[config.mk]
export PLATFORM = sky130hd
export DESIGN_NAME = adc_ctrl
export DESIGN_NICKNAME = d
export VERILOG_FILES = /design/src/rtl/adc_ctrl_pkg.sv /design/src/rtl/adc_conv_timer.sv /design/src/rtl/adc_ratio_div.sv /design/src/rtl/adc_ctrl.sv
export SDC_FILE = /design/constraint.sdc
export NUM_CORES = 1
export LEC_CHECK = 0
export ABC_AREA = 1
export BUFFER_PORTS_ARGS = -buffer_cell sky130_fd_sc_hd__buf_2
export CORE_ASPECT_RATIO = 0.5
export CORE_UTILIZATION = 45
export DETAILED_ROUTE_END_ITERATION = 16
export PLACE_DENSITY = 0.7
export SETUP_SLACK_MARGIN = 0.15
export SLEW_MARGIN = 20
export SYNTH_ARGS = -nofsm -noshare
export SYNTH_HDL_FRONTEND = slang
export SYNTH_SLANG_ARGS = --single-unit
[constraint.sdc]
create_clock -name clk -period 7.09 [get_ports clk]
set_input_delay 0.709 -clock clk [delete_from_list [all_inputs] [get_ports clk]]
set_output_delay 0.709 -clock clk [all_outputs]
set_load 0.01 [all_outputs]
[src/rtl/adc_ctrl_pkg.sv]
package adc_ctrl_pkg;
  // control word field positions (behavioural: software decodes them)
  localparam int CTL_CH_LO  = 24;
  localparam int CTL_CH_W   = 4;
  localparam int CTL_IE     = 21;
  localparam int CTL_RS     = 19;
  localparam int CTL_IF     = 18;
  localparam int CTL_EN     = 17;
  localparam int CTL_SR     = 16;
  localparam int CTL_GO     = 14;
  localparam int CTL_DIV_LO = 1;
  localparam logic [31:0] CTL_RST_VAL = 32'h000C_0001;
  localparam logic [11:0] OFS_CTL = 12'h000;
  localparam logic [11:0] OFS_DAT = 12'h004;
endpackage

[src/rtl/adc_conv_timer.sv]
module adc_conv_timer #(
  parameter int DIV_W = 8,
  parameter int TICKS = 20
) (
  input  logic             clk,
  input  logic             rst,
  input  logic             start,
  input  logic             stop,
  input  logic [DIV_W-1:0] div,
  output logic             done
);
  localparam int TC_W = $clog2(TICKS);

  logic             running;
  logic [DIV_W:0]   pc;
  logic [TC_W-1:0]  tc;
  logic [DIV_W-1:0] div_q;
  logic [DIV_W:0]   plim;

  assign plim = {div_q, 1'b1};  // 2*(div+1)-1
  assign done = running && (pc == plim) && (tc == TC_W'(TICKS - 1));

  always_ff @(posedge clk) begin
    if (rst) begin
      running <= 1'b0;
      pc      <= '0;
      tc      <= '0;
      div_q   <= '0;
    end else if (start) begin
      running <= 1'b1;
      pc      <= '0;
      tc      <= '0;
      div_q   <= div;
    end else if (stop) begin
      running <= 1'b0;
    end else if (running) begin
      if (pc == plim) begin
        pc <= '0;
        if (tc == TC_W'(TICKS - 1)) running <= 1'b0;
        else tc <= tc + TC_W'(1);
      end else begin
        pc <= pc + (DIV_W+1)'(1);
      end
    end
  end

  // length check: elapsed clocks since start when done fires
  logic [31:0] elapsed;
  logic [31:0] len_m1;
  assign len_m1 = 32'(TICKS) * (32'(div_q) + 32'd1) * 32'd2 - 32'd1;
  always_ff @(posedge clk) begin
    if (rst || start) elapsed <= '0;
    else if (running) elapsed <= elapsed + 32'd1;
  end

  AST_CONV_LENGTH: assert property (@(posedge clk) disable iff (rst)
    done |-> elapsed == len_m1);
endmodule

[src/rtl/adc_ratio_div.sv]
module adc_ratio_div #(
  parameter int W     = 32,
  parameter int RES_W = 10
) (
  input  logic             clk,
  input  logic             rst,
  input  logic             start,
  input  logic [W-1:0]     num,
  input  logic [W-1:0]     den,
  output logic             ready,
  output logic [RES_W-1:0] quo
);
  localparam int CW = $clog2(RES_W + 1);

  logic [CW-1:0] cnt;
  logic [W-1:0]  rem;
  logic [W-1:0]  den_q;
  logic [W:0]    trial;

  assign ready = (cnt == '0);
  assign trial = {rem, 1'b0};

  always_ff @(posedge clk) begin
    if (rst) begin
      cnt   <= '0;
      rem   <= '0;
      den_q <= '0;
      quo   <= '0;
    end else if (start) begin
      den_q <= den;
      if (num >= den) begin
        quo <= '1;
        cnt <= '0;
      end else begin
        rem <= num;
        quo <= '0;
        cnt <= CW'(RES_W);
      end
    end else if (cnt != '0) begin
      if (trial >= {1'b0, den_q}) begin
        rem <= W'(trial - {1'b0, den_q});
        quo <= {quo[RES_W-2:0], 1'b1};
      end else begin
        rem <= trial[W-1:0];
        quo <= {quo[RES_W-2:0], 1'b0};
      end
      cnt <= cnt - CW'(1);
    end
  end

  AST_REM_BELOW_DIVISOR: assert property (@(posedge clk) disable iff (rst)
    (cnt != '0) |-> rem < den_q);
  AST_SATURATE: assert property (@(posedge clk) disable iff (rst)
    (start && num >= den) |=> (ready && quo == '1));
endmodule

[src/rtl/adc_ctrl.sv]
module adc_ctrl
  import adc_ctrl_pkg::*;
#(
  parameter int NCH        = 8,
  parameter int DW         = 32,
  parameter int RES_W      = 10,
  parameter int DIV_W      = 8,
  parameter int CONV_TICKS = 20,
  parameter int ADDR_W     = 12
) (
  input  logic              clk,
  input  logic              rst,
  input  logic              bus_valid,
  input  logic              bus_write,
  input  logic [ADDR_W-1:0] bus_addr,
  input  logic [31:0]       bus_wdata,
  output logic [31:0]       bus_rdata,
  input  logic [NCH*DW-1:0] ch_samples,
  input  logic [DW-1:0]     ref_int,
  input  logic [DW-1:0]     ref_ext,
  output logic              irq
);
  localparam int CH_IDX_W = (NCH > 1) ? $clog2(NCH) : 1;

  logic [31:0]      ctrl_q, ctrl_d;
  logic [RES_W-1:0] data_q, data_d;
  logic             irq_q, irq_d;
  logic [31:0]      rdata_q;

  // unpack channel samples
  logic [DW-1:0] smp [NCH];
  for (genvar g = 0; g < NCH; g++) begin : g_unpack
    assign smp[g] = ch_samples[g*DW +: DW];
  end

  logic wr_ctrl, soft_rst_w, start_w, abort_w;
  assign wr_ctrl    = bus_valid && bus_write && (bus_addr == ADDR_W'(OFS_CTL));
  assign soft_rst_w = wr_ctrl && bus_wdata[CTL_SR];
  assign start_w    = wr_ctrl && !bus_wdata[CTL_SR] && bus_wdata[CTL_EN]
                      && bus_wdata[CTL_GO] && !ctrl_q[CTL_GO];
  assign abort_w    = wr_ctrl && !bus_wdata[CTL_SR] && bus_wdata[CTL_EN]
                      && !bus_wdata[CTL_GO];

  logic [CTL_CH_W-1:0] ch_sel;
  logic                ch_ok, chan_ok_q;
  logic [DW-1:0]       den_sel;
  assign ch_sel  = bus_wdata[CTL_CH_LO +: CTL_CH_W];
  assign ch_ok   = 32'(ch_sel) < NCH;
  assign den_sel = bus_wdata[CTL_RS] ? ref_int : ref_ext;

  always_ff @(posedge clk) begin
    if (rst || soft_rst_w) chan_ok_q <= 1'b0;
    else if (start_w)      chan_ok_q <= ch_ok;
  end

  logic tmr_done, div_ready;
  logic [RES_W-1:0] div_quo;

  adc_conv_timer #(.DIV_W(DIV_W), .TICKS(CONV_TICKS)) u_tmr (
    .clk   (clk),
    .rst   (rst),
    .start (start_w),
    .stop  (soft_rst_w || abort_w),
    .div   (bus_wdata[CTL_DIV_LO +: DIV_W]),
    .done  (tmr_done)
  );

  adc_ratio_div #(.W(DW), .RES_W(RES_W)) u_div (
    .clk   (clk),
    .rst   (rst),
    .start (start_w),
    .num   (ch_ok ? smp[ch_sel[CH_IDX_W-1:0]] : '0),
    .den   (den_sel),
    .ready (div_ready),
    .quo   (div_quo)
  );

  logic complete;
  assign complete = tmr_done && chan_ok_q && !soft_rst_w && !abort_w && !start_w;

  always_comb begin
    ctrl_d = ctrl_q;
    data_d = data_q;
    irq_d  = irq_q;
    if (soft_rst_w) begin
      ctrl_d = CTL_RST_VAL;
      data_d = '0;
      irq_d  = 1'b0;
    end else begin
      if (wr_ctrl) begin
        ctrl_d = bus_wdata;
        ctrl_d[CTL_IF] = bus_wdata[CTL_IF] ? 1'b0 : ctrl_q[CTL_IF];
        if (bus_wdata[CTL_IF]) irq_d = 1'b0;
      end
      if (complete) begin
        data_d = div_quo;
        ctrl_d[CTL_GO] = 1'b0;
        if (ctrl_d[CTL_IE]) begin
          ctrl_d[CTL_IF] = 1'b1;
          irq_d = 1'b1;
        end
      end
    end
  end

  always_ff @(posedge clk) begin
    if (rst) begin
      ctrl_q  <= CTL_RST_VAL;
      data_q  <= '0;
      irq_q   <= 1'b0;
      rdata_q <= '0;
    end else begin
      ctrl_q <= ctrl_d;
      data_q <= data_d;
      irq_q  <= irq_d;
      if (bus_valid && !bus_write) begin
        if (bus_addr == ADDR_W'(OFS_CTL))      rdata_q <= ctrl_q;
        else if (bus_addr == ADDR_W'(OFS_DAT)) rdata_q <= 32'(data_q);
        else                                   rdata_q <= '0;
      end else begin
        rdata_q <= '0;
      end
    end
  end

  assign bus_rdata = rdata_q;
  assign irq       = irq_q;

  AST_IRQ_CAUSE: assert property (@(posedge clk) disable iff (rst)
    $rose(irq_q) |-> $past(tmr_done));
  AST_DATA_HOLD: assert property (@(posedge clk) disable iff (rst)
    (!$past(tmr_done) && !$past(soft_rst_w)) |-> $stable(data_q));
  AST_DIV_FIRST: assert property (@(posedge clk) disable iff (rst)
    tmr_done |-> div_ready);
  AST_BADCH_BUSY: assert property (@(posedge clk) disable iff (rst)
    (tmr_done && !chan_ok_q && !wr_ctrl && ctrl_q[CTL_GO]) |=> ctrl_q[CTL_GO]);
endmodule

== Word-level counts from Yosys, hierarchy flattened ==
Index checks and enable logic that the tools add are counted.

* Bits in read-only memories: 0
* Input port bits: 368
* Register bits after elaboration: 177
* RAM bits: 0
* Bits in latches: 0
* Word-level logic and storage cells: 99
* Memories: 0

* Multipliers: 0
* Shifts and indexed selects: 0
* Eq/ne operators: 4
* Add/sub/neg operators: 4
* Order comparisons: 4
* Div/mod/pow operators: 0
* Reduce and logical (&&, ||, !) cells: 35
* Multiplexer cells: 33
* Bitwise gates (word level): 4

{| class="wikitable"
|+ Operator list
! cell !! number
|-
| two-way mux 32 bit || 11
|-
| binary-select mux 32 bit (select 3 bit) || 1
|-
| two-way mux 10 bit || 4
|-
| greater-or-equal comparator 33 x 32 -> 1 bit || 1
|-
| greater-or-equal comparator 32 bit || 1
|-
| subtractor 32 bit || 1
|-
| logical AND 1 bit || 15
|-
| two-way mux 1 bit || 13
|-
| equality test 12 x 3 -> 1 bit (second input constant) || 1
|-
| zero test 12 bit || 1
|-
| two-way mux 4 bit || 3
|-
| adder 9 x 1 -> 9 bit (second input constant) || 1
|-
| equality test 9 bit || 1
|-
| two-way mux 9 bit || 1
|-
| zero test 1 bit || 7
|-
| OR reduction 2 bit || 3
|-
| adder 5 x 1 -> 5 bit (second input constant) || 1
|-
| equality test 5 bit (second input constant) || 1
|-
| greater-or-equal comparator 4 bit (second input constant) || 1
|-
| less-than comparator 4 bit (second input constant) || 1
|-
| inverter 3 -> 4 bit || 1
|-
| AND reduction 2 bit || 2
|-
| AND reduction 4 bit || 1
|-
| nonzero test 2 bit || 2
|-
| 6 further kinds || 9
|}

== Logic depth before layout (Yosys ltp) ==
* Word-level depth: 9
* Gate-level depth with buffers: 26
* Depth with buffers taken out: 23

== Modules after synthesis ==
A second synthesis with hierarchy kept.

* Cells, all modules: 2358
* Area total of the unflattened synthesis: 13875.8 sq um

{| class="wikitable"
|+ By module, submodules not included
! module !! times used !! cells an instance !! area each (sq um)
|-
| adc_ratio_div || 1 || 1253 || 7307.0
|-
| adc_ctrl || 1 || 918 || 5295.1
|-
| adc_conv_timer || 1 || 187 || 1273.7
|}

== Worst setup path before layout ==
Ideal clock, no wire load.

* Kind: input -> register
* From: input bus_wdata[24]
* To: register u_div.rem[28]
* Path buffers: 4
* Arrival time: 3.024 ns
* Cell stages on the path: 22
* Path slack: 3.958 ns
* Setup time: 0.109 ns
* Cells stage by stage: inv_1 buf_2 buf_2 clkbuf_1 nor2_1 o22ai_1 o21ai_0 inv_1 ha_1 nand2_1 inv_1 o21ai_0 nand2_1 a21oi_1 nand2_1 nand2_1 nand4_2 nand2_4 buf_4 nand3_1 nand2_1 inv_1

* Cells in the longest elaborated chain, start to end: 8
* Elaborated cells between the ends (all ways): 11

{| class="wikitable"
|+ RTL lines
! item !! RTL line !! RTL
|-
| from (decl) || adc_ctrl.sv:16 || <nowiki>input logic [31:0] bus_wdata,</nowiki>
|-
| inverter 3 -> 4 bit (implied by the code) || adc_ctrl.sv:72 || <nowiki>.num (ch_ok ? smp[ch_sel[CH_IDX_W-1:0]] : '0),</nowiki>
|-
| binary-select mux 32 bit (select 3 bit) || adc_ctrl.sv:72 ||
|-
| two-way mux 32 bit (implied by the code) (2 in a row) || adc_ctrl.sv:72 ||
|-
| two-way mux 32 bit (*) || adc_ctrl.sv:72 ||
|-
| greater-or-equal comparator 32 bit || adc_ratio_div.sv:31 || <nowiki>if (num >= den) begin</nowiki>
|-
| inequality test 2 bit (no source line) || - ||
|-
| AND reduction 2 bit (no source line) || - ||
|-
| to (signal assigned) || adc_ratio_div.sv:35 || <nowiki>rem <= num;</nowiki>
|-
| to (signal assigned) || adc_ratio_div.sv:41 || <nowiki>rem <= W'(trial - {1'b0, den_q});</nowiki>
|-
| to (signal assigned) || adc_ratio_div.sv:44 || <nowiki>rem <= trial[W-1:0];</nowiki>
|-
| to (decl) || adc_ratio_div.sv:16 || <nowiki>logic [W-1:0] rem;</nowiki>
|}

Every way passes the cells marked *; elsewhere a longest branch is shown, timed or not. The select of a mux whose other input is x is not followed.
A chain may end at the register's enable or synchronous reset.

== Final worst setup path ==
* From: input bus_wdata[25]
* To: register u_div.rem[29]

The elaborated chain is that of the path after synthesis.

==> flow_summary.ini <==
[status]
outcome = finished, final reports clean

[critical_path]
critPathKind = input port to register
worst-path-max-fanout = 66
end_kind = register
crit_path_start_kind = input port
cp.required_ns = 7.43
arrival_ns = 4.85

[sta]
hold_viol_final = 0
worstMarginPinSlew_ns = 1.04
final.period_utilization_pct = 63.6
fin_crit_ns = 4.51
tns_ns = 0
fmax_ghz = 0.222
grt_setup_unrepaired = no
fin_worst_skew_ns = 0.0157
slew_headroom_pct = 30.9
setup_viol = 0
drv_slew = 0
setup_ws_ns = 2.58

[global_route]
grt_max_degree = 81
first_global_vias = 13700
antenna_found_initial = 1
grt_usage_pct = 32.0
grt_pass1_wl_um = 74900
gr-total-overflow = 0

[pwr]
swShare_pct = 48.3
p_int_mw = 2.57
leakagePower_nw = 7.96
peakVddDrop_mv = 0.185
power_switching_mw = 2.40
pwr-share-seq_pct = 23.5
total_power_mw = 4.97
power_frac_clock_pct = 19.2
p_comb_share_pct = 57.3
powerDensity_nw_per_um2 = 310

[floorplan]
die_w_um = 246
die_y_um = 124
io_pins = 401
die-area_um2 = 30500
initial_utilization_pct = 45.9
rows = 44
core_area_um2 = 29100

[logic_synthesis]
syn_area_per_cell_um2 = 6.18
ys.warnings.count = 0
yosys.area.top_type = dfxtp_1
synth_top_area_share_pct = 26.5
synth.cell_area_um2 = 13400
ys_ff_latch = 177
synth_cells = 2166
ys_seq_area_share_pct = 26.5
ys_types = 47
syn-num-nets = 2603
synth_area_leaders = dfxtp_1 26%, nand2_1 12%, nor2_1 10%

[detailed_routing]
detail_route.vias_per_cell = 5.37
dr_wl_met3_um = 4710
drc = 0
highest_layer = met4
wl_met2_um = 22000
drtIter0Drc = 1439
dr.pass1.iters = 5
routed_wl_um = 50500
wl_per_cell_um = 17.4
dr_total_vias = 15500
m1WireLength_um = 22100
antenna_left = 0

[final_layout]
mostFrequentLayoutCells = 410 x nand2_1, 399 x buf_2, 374 x nor2_1
syn2layout_area_growth_pct = 19.8
drive_gt1_share_pct = 19.1
fin_cells = 2893
seqCellArea_um2 = 3540
num-fill-cells = 3001
final_common_cell = nand2_1
multi_input_area_um2 = 8190
fin_nets = 2923

[place]
dp_hpwl_um = 39500
place_ws_ns = 1.88
gp_congestion = 0.977
io_buffers = 400
dp_cells = 2858

[job]
maxCapViolCount = 0

[clocking]
cts_root_buffer = clkbuf_16
post_cts_buffers = 0
htree_num_levels = 4
clockBufferDepth = 2
clock_latency_ns = 0.46
cts_hold_buf = 0
cts_sinks = 177
cts_buffers = 17
clk_pin_slew_ns = 0.07
cts_tree = built
cts_resized = 0

[worst_hold_path]
hp-class = register to register
[layout make-up]
type | count | share of cell area (%)
Multi-Input combinational cell | 1581 | 51.1
Clock inverter | 11 | 0.687
Timing Repair Buffer | 416 | 13.3
Inverter | 293 | 6.87
Clock buffer | 21 | 2.93
Antenna cell | 3 | 0.0468
Sequential cell | 177 | 22.1
Tap cell | 391 | 3.05
[cell usage after synthesis, drive strengths merged]
master	count
clkbuf	72
clkinv	3
nor2b	1
o21a	3
buf	43
mux2i	31
o221ai	1
a211oi	41
o211ai	3
ha	68
inv	290
nor2	380
nand2	414
o22ai	70
or3	1
nor4	2
o21ai	251
and2	2
nand3b	28
dfxtp	177
nand4	25
xor2	11
a31oi	5
nor3	17
nand3	108
fa	1
xnor2	13
o21bai	7
mux2	1
a21boi	1
a21oi	96
[path summary, 6_finish.rpt]
path	start	to	slack [ns]	cells past startpoint
max reg2reg	ctrl_q[14]	u_div.rem[30]	3.83	9
min reg2reg	ctrl_q[31]	bus_rdata[31]	0.42	2
min	ctrl_q[31]	bus_rdata[31]	0.42	2
max	bus_wdata[25]	u_div.rem[29]	2.58	19
[registers in the layout, summed over array words and instances, names as in the netlist, 4 cells and up]
| name | count |
|---|---|
| u_tmr.div_q | 8 |
| u_div.den_q | 32 |
| u_div.cnt | 4 |
| u_div.quo | 10 |
| u_tmr.pc | 9 |
| bus_rdata | 32 |
| u_div.rem | 32 |
| u_tmr.tc | 5 |
| data_q | 10 |
| ctrl_q | 32 |
[power by group through the flow]
stage                     clock, mW  sequential (mW)  combinational (mW)
after floorplan                   0             1.16                2.09
after global placement            0             1.19                2.78
after detailed placement          0             1.19                2.78
after CTS                     0.962             1.17                2.80
after global routing          0.999             1.18                3.21
final                         0.953             1.17                2.85
[per-stage QoR]
stage	util, %	area [um^2]	hold WS [ns]
final	55.1	16000	0.422
after global routing	55.0	16000	0.436
after CTS	55.0	16000	0.423
after detailed placement	53.0	15400	0.415
after global placement	53.0	15400	0.412
after floorplan	-	13400	0.405
[cells by family after synthesis]
| logic type | synth area share (%) |
|---|---|
| and+or+nand+nor | 30.7 |
| buffers and inverters | 12.4 |
| DFF | 26.5 |
| AOI/OAI and AO/OA | 20.0 |
| adders and majority gates | 6.51 |
| muxes | 2.40 |
| xor gates and xnor gates | 1.57 |
[metal layers]
| metal | track usage, % | vias up |
|---|---|---|
| met5 | 0 | - |
| met4 | 11.8 | 0 |
| met3 | 7.39 | 94 |
| met2 | 49.9 | 695 |
| met1 | 43.1 | 7042 |
| li1 | - | 7711 |
[critical path, cell delays in order]
cell and delay, ns:
buf_2 0.07, buf_4 0.50, clkinv_1 0.44, buf_4 0.39, o21ai_0 0.13, o22ai_1 0.08
o21ai_0 0.51, inv_1 0.10, ha_1 0.31, a21oi_1 0.15, o21ai_0 0.09, nand2_1 0.07
nand2_1 0.05, a21oi_1 0.19, nand4_2 0.25, nand2_4 0.46, nand2_1 0.13, nor2_1 0.13
nor2_1 0.04
(Power assumes the default switching activity.)
